--- config.mk ---
export PLATFORM = sky130hd
export DESIGN_NAME = cpwm_tri
export DESIGN_NICKNAME = d
export VERILOG_FILES = /design/src/rtl/cpwm3_pkg.sv /design/src/rtl/cpwm3_regs.sv /design/src/rtl/cpwm3_carrier.sv /design/src/rtl/cpwm3_pair.sv /design/src/rtl/cpwm_tri.sv
export SDC_FILE = /design/constraint.sdc
export NUM_CORES = 1
export LEC_CHECK = 0
export BUFFER_PORTS_ARGS = -buffer_cell sky130_fd_sc_hd__buf_2
export CORE_MARGIN = 2
export CORE_UTILIZATION = 63
export CTS_CLUSTER_SIZE = 14
export DETAILED_ROUTE_END_ITERATION = 10
export GPL_ROUTABILITY_DRIVEN = 0
export HOLD_SLACK_MARGIN = 0.1
export PLACE_DENSITY = 0.81
export SETUP_SLACK_MARGIN = 0.2
export SYNTH_ARGS = -nofsm -noshare
export SYNTH_HDL_FRONTEND = slang
export SYNTH_SLANG_ARGS = --single-unit
--- constraint.sdc ---
create_clock -name clk -period 2.83 [get_ports clk]
set_clock_uncertainty 0.1 [all_clocks]
set_input_delay 0.4245 -clock clk [delete_from_list [all_inputs] [get_ports clk]]
set_output_delay 0.4245 -clock clk [all_outputs]
set_load 0.02 [all_outputs]
--- src/rtl/cpwm3_pkg.sv ---
package cpwm3_pkg;

   // register addresses; compare channel c sits at ADR_CMP0 + c
   localparam int ADR_RELOAD = 0;
   localparam int ADR_DEAD   = 1;
   localparam int ADR_POL    = 2;
   localparam int ADR_FEN    = 3;
   localparam int ADR_FVAL   = 4;
   localparam int ADR_CMP0   = 5;

   // smallest period value that still yields a rise and a fall
   localparam int RELOAD_MIN = 2;

   typedef enum logic {
      DIR_DOWN = 1'b0,
      DIR_UP   = 1'b1
   } cdir_e;

endpackage

--- src/rtl/cpwm3_regs.sv ---
module cpwm3_regs import cpwm3_pkg::*; #(
   parameter int CNT_W   = 8,
   parameter int DT_W    = 8,
   parameter int NCH     = 3,
   parameter int AW      = 3,
   parameter int DW      = 8,
   parameter int RLD_RST = 10
) (
   input  logic                      clk,
   input  logic                      rst_n,
   input  logic                      wr_en,
   input  logic [AW-1:0]             wr_addr,
   input  logic [DW-1:0]             wr_data,
   input  logic                      load,
   output logic [CNT_W-1:0]          rld_act,
   output logic [DT_W-1:0]           dt_act,
   output logic [NCH-1:0][CNT_W-1:0] cmp_act,
   output logic [NCH-1:0]            pol,
   output logic [2*NCH-1:0]          fen,
   output logic [2*NCH-1:0]          fval
);

   localparam logic [CNT_W-1:0] RLD_FLOOR = CNT_W'(RELOAD_MIN);
   localparam logic [CNT_W-1:0] RLD_INIT  = CNT_W'(RLD_RST);

   logic [CNT_W-1:0]          rld_sh;
   logic [DT_W-1:0]           dt_sh;
   logic [NCH-1:0][CNT_W-1:0] cmp_sh;

   function automatic logic hit(input logic [AW-1:0] a, input int target);
      return wr_en && (a == AW'(target));
   endfunction

   // period and dead band: shadow plus active copy
   always_ff @(posedge clk or negedge rst_n) begin
      if (!rst_n) begin
         rld_sh  <= RLD_INIT;
         rld_act <= RLD_INIT;
         dt_sh   <= '0;
         dt_act  <= '0;
      end else begin
         if (load) begin
            rld_act <= (rld_sh < RLD_FLOOR) ? RLD_FLOOR : rld_sh;
            dt_act  <= dt_sh;
         end
         if (hit(wr_addr, ADR_RELOAD)) rld_sh <= wr_data[CNT_W-1:0];
         if (hit(wr_addr, ADR_DEAD))   dt_sh  <= wr_data[DT_W-1:0];
      end
   end

   // compare bank: one shadow/active pair per channel
   always_ff @(posedge clk or negedge rst_n) begin
      if (!rst_n) begin
         cmp_sh  <= '0;
         cmp_act <= '0;
      end else begin
         for (int c = 0; c < NCH; c++) begin
            if (load) cmp_act[c] <= cmp_sh[c];
            if (hit(wr_addr, ADR_CMP0 + c)) cmp_sh[c] <= wr_data[CNT_W-1:0];
         end
      end
   end

   // immediate controls: polarity and overrides
   always_ff @(posedge clk or negedge rst_n) begin
      if (!rst_n) begin
         pol  <= '0;
         fen  <= '0;
         fval <= '0;
      end else begin
         if (hit(wr_addr, ADR_POL))  pol  <= wr_data[NCH-1:0];
         if (hit(wr_addr, ADR_FEN))  fen  <= wr_data[2*NCH-1:0];
         if (hit(wr_addr, ADR_FVAL)) fval <= wr_data[2*NCH-1:0];
      end
   end

endmodule

--- src/rtl/cpwm3_carrier.sv ---
module cpwm3_carrier import cpwm3_pkg::*; #(
   parameter int CNT_W = 8
) (
   input  logic             clk,
   input  logic             rst_n,
   input  logic [CNT_W-1:0] rld,
   output logic [CNT_W-1:0] cnt,
   output logic             rising,
   output logic             peak
);

   localparam logic [CNT_W-1:0] ONE = CNT_W'(1);
   localparam logic [CNT_W-1:0] TWO = CNT_W'(2);

   cdir_e dir;

   assign rising = (dir == DIR_UP);
   assign peak   = rising && (cnt == rld);

   always_ff @(posedge clk or negedge rst_n) begin
      if (!rst_n) begin
         cnt <= ONE;
         dir <= DIR_UP;
      end else if (peak) begin
         cnt <= cnt - ONE;
         dir <= DIR_DOWN;
      end else if (!rising && cnt <= ONE) begin
         cnt <= TWO;
         dir <= DIR_UP;
      end else if (rising) begin
         cnt <= cnt + ONE;
      end else begin
         cnt <= cnt - ONE;
      end
   end

endmodule

--- src/rtl/cpwm3_pair.sv ---
module cpwm3_pair #(
   parameter int CNT_W = 8,
   parameter int DT_W  = 8,
   parameter int DB_EN = 1
) (
   input  logic             clk,
   input  logic             rst_n,
   input  logic [CNT_W-1:0] cnt,
   input  logic [CNT_W-1:0] cmp,
   input  logic [DT_W-1:0]  dt,
   input  logic             pol,
   input  logic [1:0]       fen,
   input  logic [1:0]       fval,
   output logic             gate_hi,
   output logic             gate_lo
);

   logic level;   // unregistered PWM level from the comparison
   logic hi_on;
   logic lo_on;

   assign level = (cnt <= cmp);

   if (DB_EN != 0) begin : g_db
      logic            lvl_q;
      logic [DT_W-1:0] hold;

      always_ff @(posedge clk or negedge rst_n) begin
         if (!rst_n) begin
            lvl_q <= 1'b0;
            hold  <= DT_W'(1);   // both sides idle until the first edge
         end else if (level != lvl_q) begin
            lvl_q <= level;
            hold  <= dt;
         end else if (hold != '0) begin
            hold  <= hold - DT_W'(1);
         end
      end

      assign hi_on = lvl_q  && (hold == '0);
      assign lo_on = !lvl_q && (hold == '0);
   end else begin : g_nodb
      logic lvl_q;
      logic alive;

      always_ff @(posedge clk or negedge rst_n) begin
         if (!rst_n) begin
            lvl_q <= 1'b0;
            alive <= 1'b0;
         end else begin
            lvl_q <= level;
            alive <= 1'b1;
         end
      end

      assign hi_on = lvl_q  && alive;
      assign lo_on = !lvl_q && alive;
   end

   // override and polarity stage
   assign gate_hi = fen[0] ? fval[0] : (hi_on ^ pol);
   assign gate_lo = fen[1] ? fval[1] : (lo_on ^ pol);

endmodule

--- src/rtl/cpwm_tri.sv ---
module cpwm_tri import cpwm3_pkg::*; #(
   parameter int CNT_W   = 8,
   parameter int DT_W    = 8,
   parameter int NCH     = 3,
   parameter int AW      = 3,
   parameter int DW      = 8,
   parameter int RLD_RST = 10,
   parameter int DB_EN   = 1
) (
   input  logic           clk,
   input  logic           rst_n,
   input  logic           wr_en,
   input  logic [AW-1:0]  wr_addr,
   input  logic [DW-1:0]  wr_data,
   output logic [NCH-1:0] gate_hi,
   output logic [NCH-1:0] gate_lo,
   output logic           period_evt
);

   // elaboration-time parameter checks
   if (DW < CNT_W || DW < DT_W || DW < 2*NCH) begin : g_bad_dw
      $error("cpwm_tri: DW too narrow for the register fields");
   end
   if (ADR_CMP0 + NCH > (1 << AW)) begin : g_bad_aw
      $error("cpwm_tri: AW cannot address all compare channels");
   end
   if (RLD_RST < RELOAD_MIN || RLD_RST >= (1 << CNT_W)) begin : g_bad_rst
      $error("cpwm_tri: RLD_RST out of range");
   end

   logic [CNT_W-1:0]          cnt;
   logic                      rising;
   logic [CNT_W-1:0]          rld_act;
   logic [DT_W-1:0]           dt_act;
   logic [NCH-1:0][CNT_W-1:0] cmp_act;
   logic [NCH-1:0]            pol;
   logic [2*NCH-1:0]          fen;
   logic [2*NCH-1:0]          fval;

   cpwm3_regs #(
      .CNT_W(CNT_W), .DT_W(DT_W), .NCH(NCH), .AW(AW), .DW(DW), .RLD_RST(RLD_RST)
   ) u_regs (
      .clk     (clk),
      .rst_n   (rst_n),
      .wr_en   (wr_en),
      .wr_addr (wr_addr),
      .wr_data (wr_data),
      .load    (period_evt),
      .rld_act (rld_act),
      .dt_act  (dt_act),
      .cmp_act (cmp_act),
      .pol     (pol),
      .fen     (fen),
      .fval    (fval)
   );

   cpwm3_carrier #(.CNT_W(CNT_W)) u_carrier (
      .clk    (clk),
      .rst_n  (rst_n),
      .rld    (rld_act),
      .cnt    (cnt),
      .rising (rising),
      .peak   (period_evt)
   );

   for (genvar c = 0; c < NCH; c++) begin : g_pair
      cpwm3_pair #(.CNT_W(CNT_W), .DT_W(DT_W), .DB_EN(DB_EN)) u_pair (
         .clk     (clk),
         .rst_n   (rst_n),
         .cnt     (cnt),
         .cmp     (cmp_act[c]),
         .dt      (dt_act),
         .pol     (pol[c]),
         .fen     (fen[2*c+1:2*c]),
         .fval    (fval[2*c+1:2*c]),
         .gate_hi (gate_hi[c]),
         .gate_lo (gate_lo[c])
      );
   end

endmodule

==> impl_metrics.csv <==
group,metric,value,unit
run_status,status,"completed",
sta,rsz0062_at_grt,"yes",
clocking,cts_buffer_depth,2,
critical_path,r2r-end,"g_pair[0].u_pair.g_db.hold[3]",
final_layout,n_antenna_cell,0,
synth,synth_top_cell_by_area,"dfrtp_1",
die,die_x,109,µm
critical_path,startpoint,"g_pair[0].u_pair.g_db.hold[0]",
die,initial_core_util,64.2,%
critical_path,critical_path.cell_chain,"inv_2, ha_4, nor4b_4, buf_4, buf_6, nor2b_4, xnor2_2, o21ai_1, buf_4",
critical_path,crit_top_cell,"buf_4",
critical_path,path_class,"reg -> out",
pwr,finalPower,4.76,mW
clocking,cts.sinks,131,
pwr,p_per_area,580,nW/µm²
detailed_routing,vias,4798,
detailed_routing,drtIter0Drc,370,
final_layout,synthToLayoutAreaGrowth,18.6,%
global_route,antenna_found_initial,0,
die,die-area,11800,µm²
synth,synth_cell_type_count,52,
critical_path,crit_fanout,3,
placed_design,dpl-instance-area,7110,µm²
die,io_pins,21,
detailed_routing,routed_via_density,6.20,
critical_path,cpPeakStageDelay,550,ps
placed_design,io_buffer_count,20,
global_route,grt_pass1_vias,4886,
synth,synthCells,557,
detailed_routing,drcViolationCount,0,
pwr,total_leakage_power,3.87,nW
clocking,cts_buffers,17,
synth,ys_seq_area_share,47.5,%
critical_path,r2r_start,"u_carrier.cnt[1]",
synth,synth_top_area_share,44.1,%
global_route,grt_pass1_wl,27.2,mm
detailed_routing,wl,17.9,mm
critical_path,end_kind,"primary output",
sta,period_minus_slack,2750,ps
synth,synthesis.nets,604,
global_route,gr-total-overflow,0,
detailed_routing,antenna_left,0,
critical_path,path_delay_family,"flip-flops",
sta,max_slew_margin,45.5,%
synth,syn_area_per_cell,12.4,µm²
sta,setup_violations,0,
sta,clock.fmax,364,MHz
critical_path,critPathLaunchType,"flop",
sta,hold_viol,0,
detailed_routing,wl_per_cell,23.1,µm
critical_path,rrSetupSlack,190,ps
min_path,min_to,"u_regs.cmp_sh[15]",
final_layout,drive_gt1_share,42.7,%
synth,netlist_area,6920,µm²
clocking,cts_max_level,4,
sta,fin_tns_setup,0,ps
die,die_h,109,µm
critical_path,cpMaxStageDelayCell,"dfstp_2",
clocking,tritoncts,"built",
critical_path,crit_buf_inv,4,
final_layout,stdcell_area,8210,µm²
synth,ys_ff_latch,131,
min_path,min_from,"wr_data[7]",
global_route,grt_max_degree,48,
critical_path,critPathArrivalTime,2220,ps
min_path,hold_path_class,"in -> reg",
critical_path,critPathRequiredTime,2310,ps
final_layout,final_util,76.1,%
synth,synth.area.top_cells,"dfrtp_1 44%, mux2_2 12%, mux2_4 8.2%",
final_layout,final_cell_mix,"117 x dfrtp_1, 74 x mux2_2, 46 x buf_4, 38 x mux2_4",
synth,yosysWarnings,0,
min_path,hold_depth,2,
sta,tightest_slew,815,ps
die,core_area,10800,µm²
global_route,grtUsageTotal,31.2,%
final_layout,nFillCells,539,
placed_design,place_ws,262,ps
sta,fin_crit_sh,97.1,%
flow_run,max_cap_viol_count,0,
clocking,root_buffer,"clkbuf_8",
critical_path,reg2regPathDepth,7,
clocking,cts.clk_slew.worst_paths,60,ps
pwr,ir_worst_vdd,0.557,mV
clocking,clock_latency,540,ps
final_layout,final_common_cell,"dfrtp_1",
sta,setup_slack,82.6,ps
detailed_routing,first_pass_iters,5,
final_layout,nets,668,
placed_design,dp_hpwl,10.1,mm
die,num_rows,38,
sta,final_max_slew_viol_count,0,
## area by class of cell
cell class                      count  area [µm²]  share of cell area [%]
Timing Repair Buffer               64         492                    5.99
Sequential cell                   131        3300                    40.1
Clock inverter                     12         133                    1.61
Tap cell                          140         175                    2.13
Clock buffer                       20         435                    5.30
Multi-Input combinational cell    371        3540                    43.0
Inverter                           36         148                    1.80
## stage by stage
stage | hold slack (ps) | cells
after floorplan | 28.9 | 557
after global placement | 376 | 705
after detailed placement | 386 | 705
after CTS | 140 | 764
after global routing | 145 | 774
final | 132 | 774
## power by group
group	switching, mW	internal [mW]	total, mW	leakage (nW)
Sequential	0.142	2.05	2.20	1.67
Combinational	0.204	0.217	0.421	1.92
Clock	0.871	1.28	2.15	0.271
## synth_stat cells, drive strengths merged
cell type,instances
a211o,1
a211oi,1
a21boi,1
a21o,3
a21oi,20
and2,2
and3,5
and4,1
buf,13
clkbuf,6
dfrtp,122
dfstp,9
ha,33
inv,36
mux2,119
mux2i,6
nand2,31
nand2b,4
nand3,2
nand3b,2
nand4,9
nand4b,3
nor2,31
nor2b,5
nor3,14
nor3b,5
nor4,6
nor4b,2
o211ai,5
o21ai,14
o22ai,6
or2b,1
or4,3
xnor2,16
xor2,20
## kinds of logic after synthesis
kind of cell             share of synthesized area, %
AND/OR/NAND/NOR                                  10.3
multiplexers                                     22.3
buffers and inverters                            4.46
AO/OA/AOI/OAI                                    4.54
adder cells (fa/ha/maj)                          5.96
XOR/XNOR                                         4.99
flip-flops                                       47.5
## worst register-to-register path, cell delays in order, from the launching register on
cell and delay, ps:
dfrtp_1 490, ha_1 380, nor2b_1 160, o211ai_1 220, a21oi_1 120, o22ai_2 180
xor2_2 440, mux2_2 420
## state kept, by name (all words and copies together), names as in the netlist
name                      cells
g_pair.u_pair.g_db.hold      24
g_pair.u_pair.g_db.lvl_q      3
u_carrier.cnt                 8
u_carrier.rising              1
u_regs.cmp_act               24
u_regs.cmp_sh                24
u_regs.dt_act                 8
u_regs.dt_sh                  8
u_regs.fen                    6
u_regs.fval                   6
u_regs.pol                    3
u_regs.rld_act                8
u_regs.rld_sh                 8
## repair_timing
action,in CTS,in global routing
pin swaps,16,16
resized for setup,43,21
hold buffers,1,0
endpoints found under the setup margin,7,22
hold endpoints to repair,40,0
setup buffers,26,10
## worst max path at each step
stage	end	slack (ps)	cells after the start
2_1_floorplan	g_pair[2].u_pair.g_db.hold[7]	610	8
3_3_place_gp	u_regs.cmp_act[17]	380	6
3_5_place_dp	g_pair[0].u_pair.g_db.hold[3]	260	6
4_1_cts	gate_lo[0]	180	8
5_1_grt	gate_lo[0]	8	9
6_report	gate_lo[0]	80	9
## metal layers
layer | vias up | wire [µm] | GRT usage (%)
met5 | - | 0 | 0
li1 | 2077 | - | -
met2 | 217 | 8790 | 49.7
met3 | 59 | 1060 | 7.05
met1 | 2445 | 7330 | 41.6
met4 | 0 | 674 | 13.2
No activity file was read; power rests on OpenSTA's default activity.
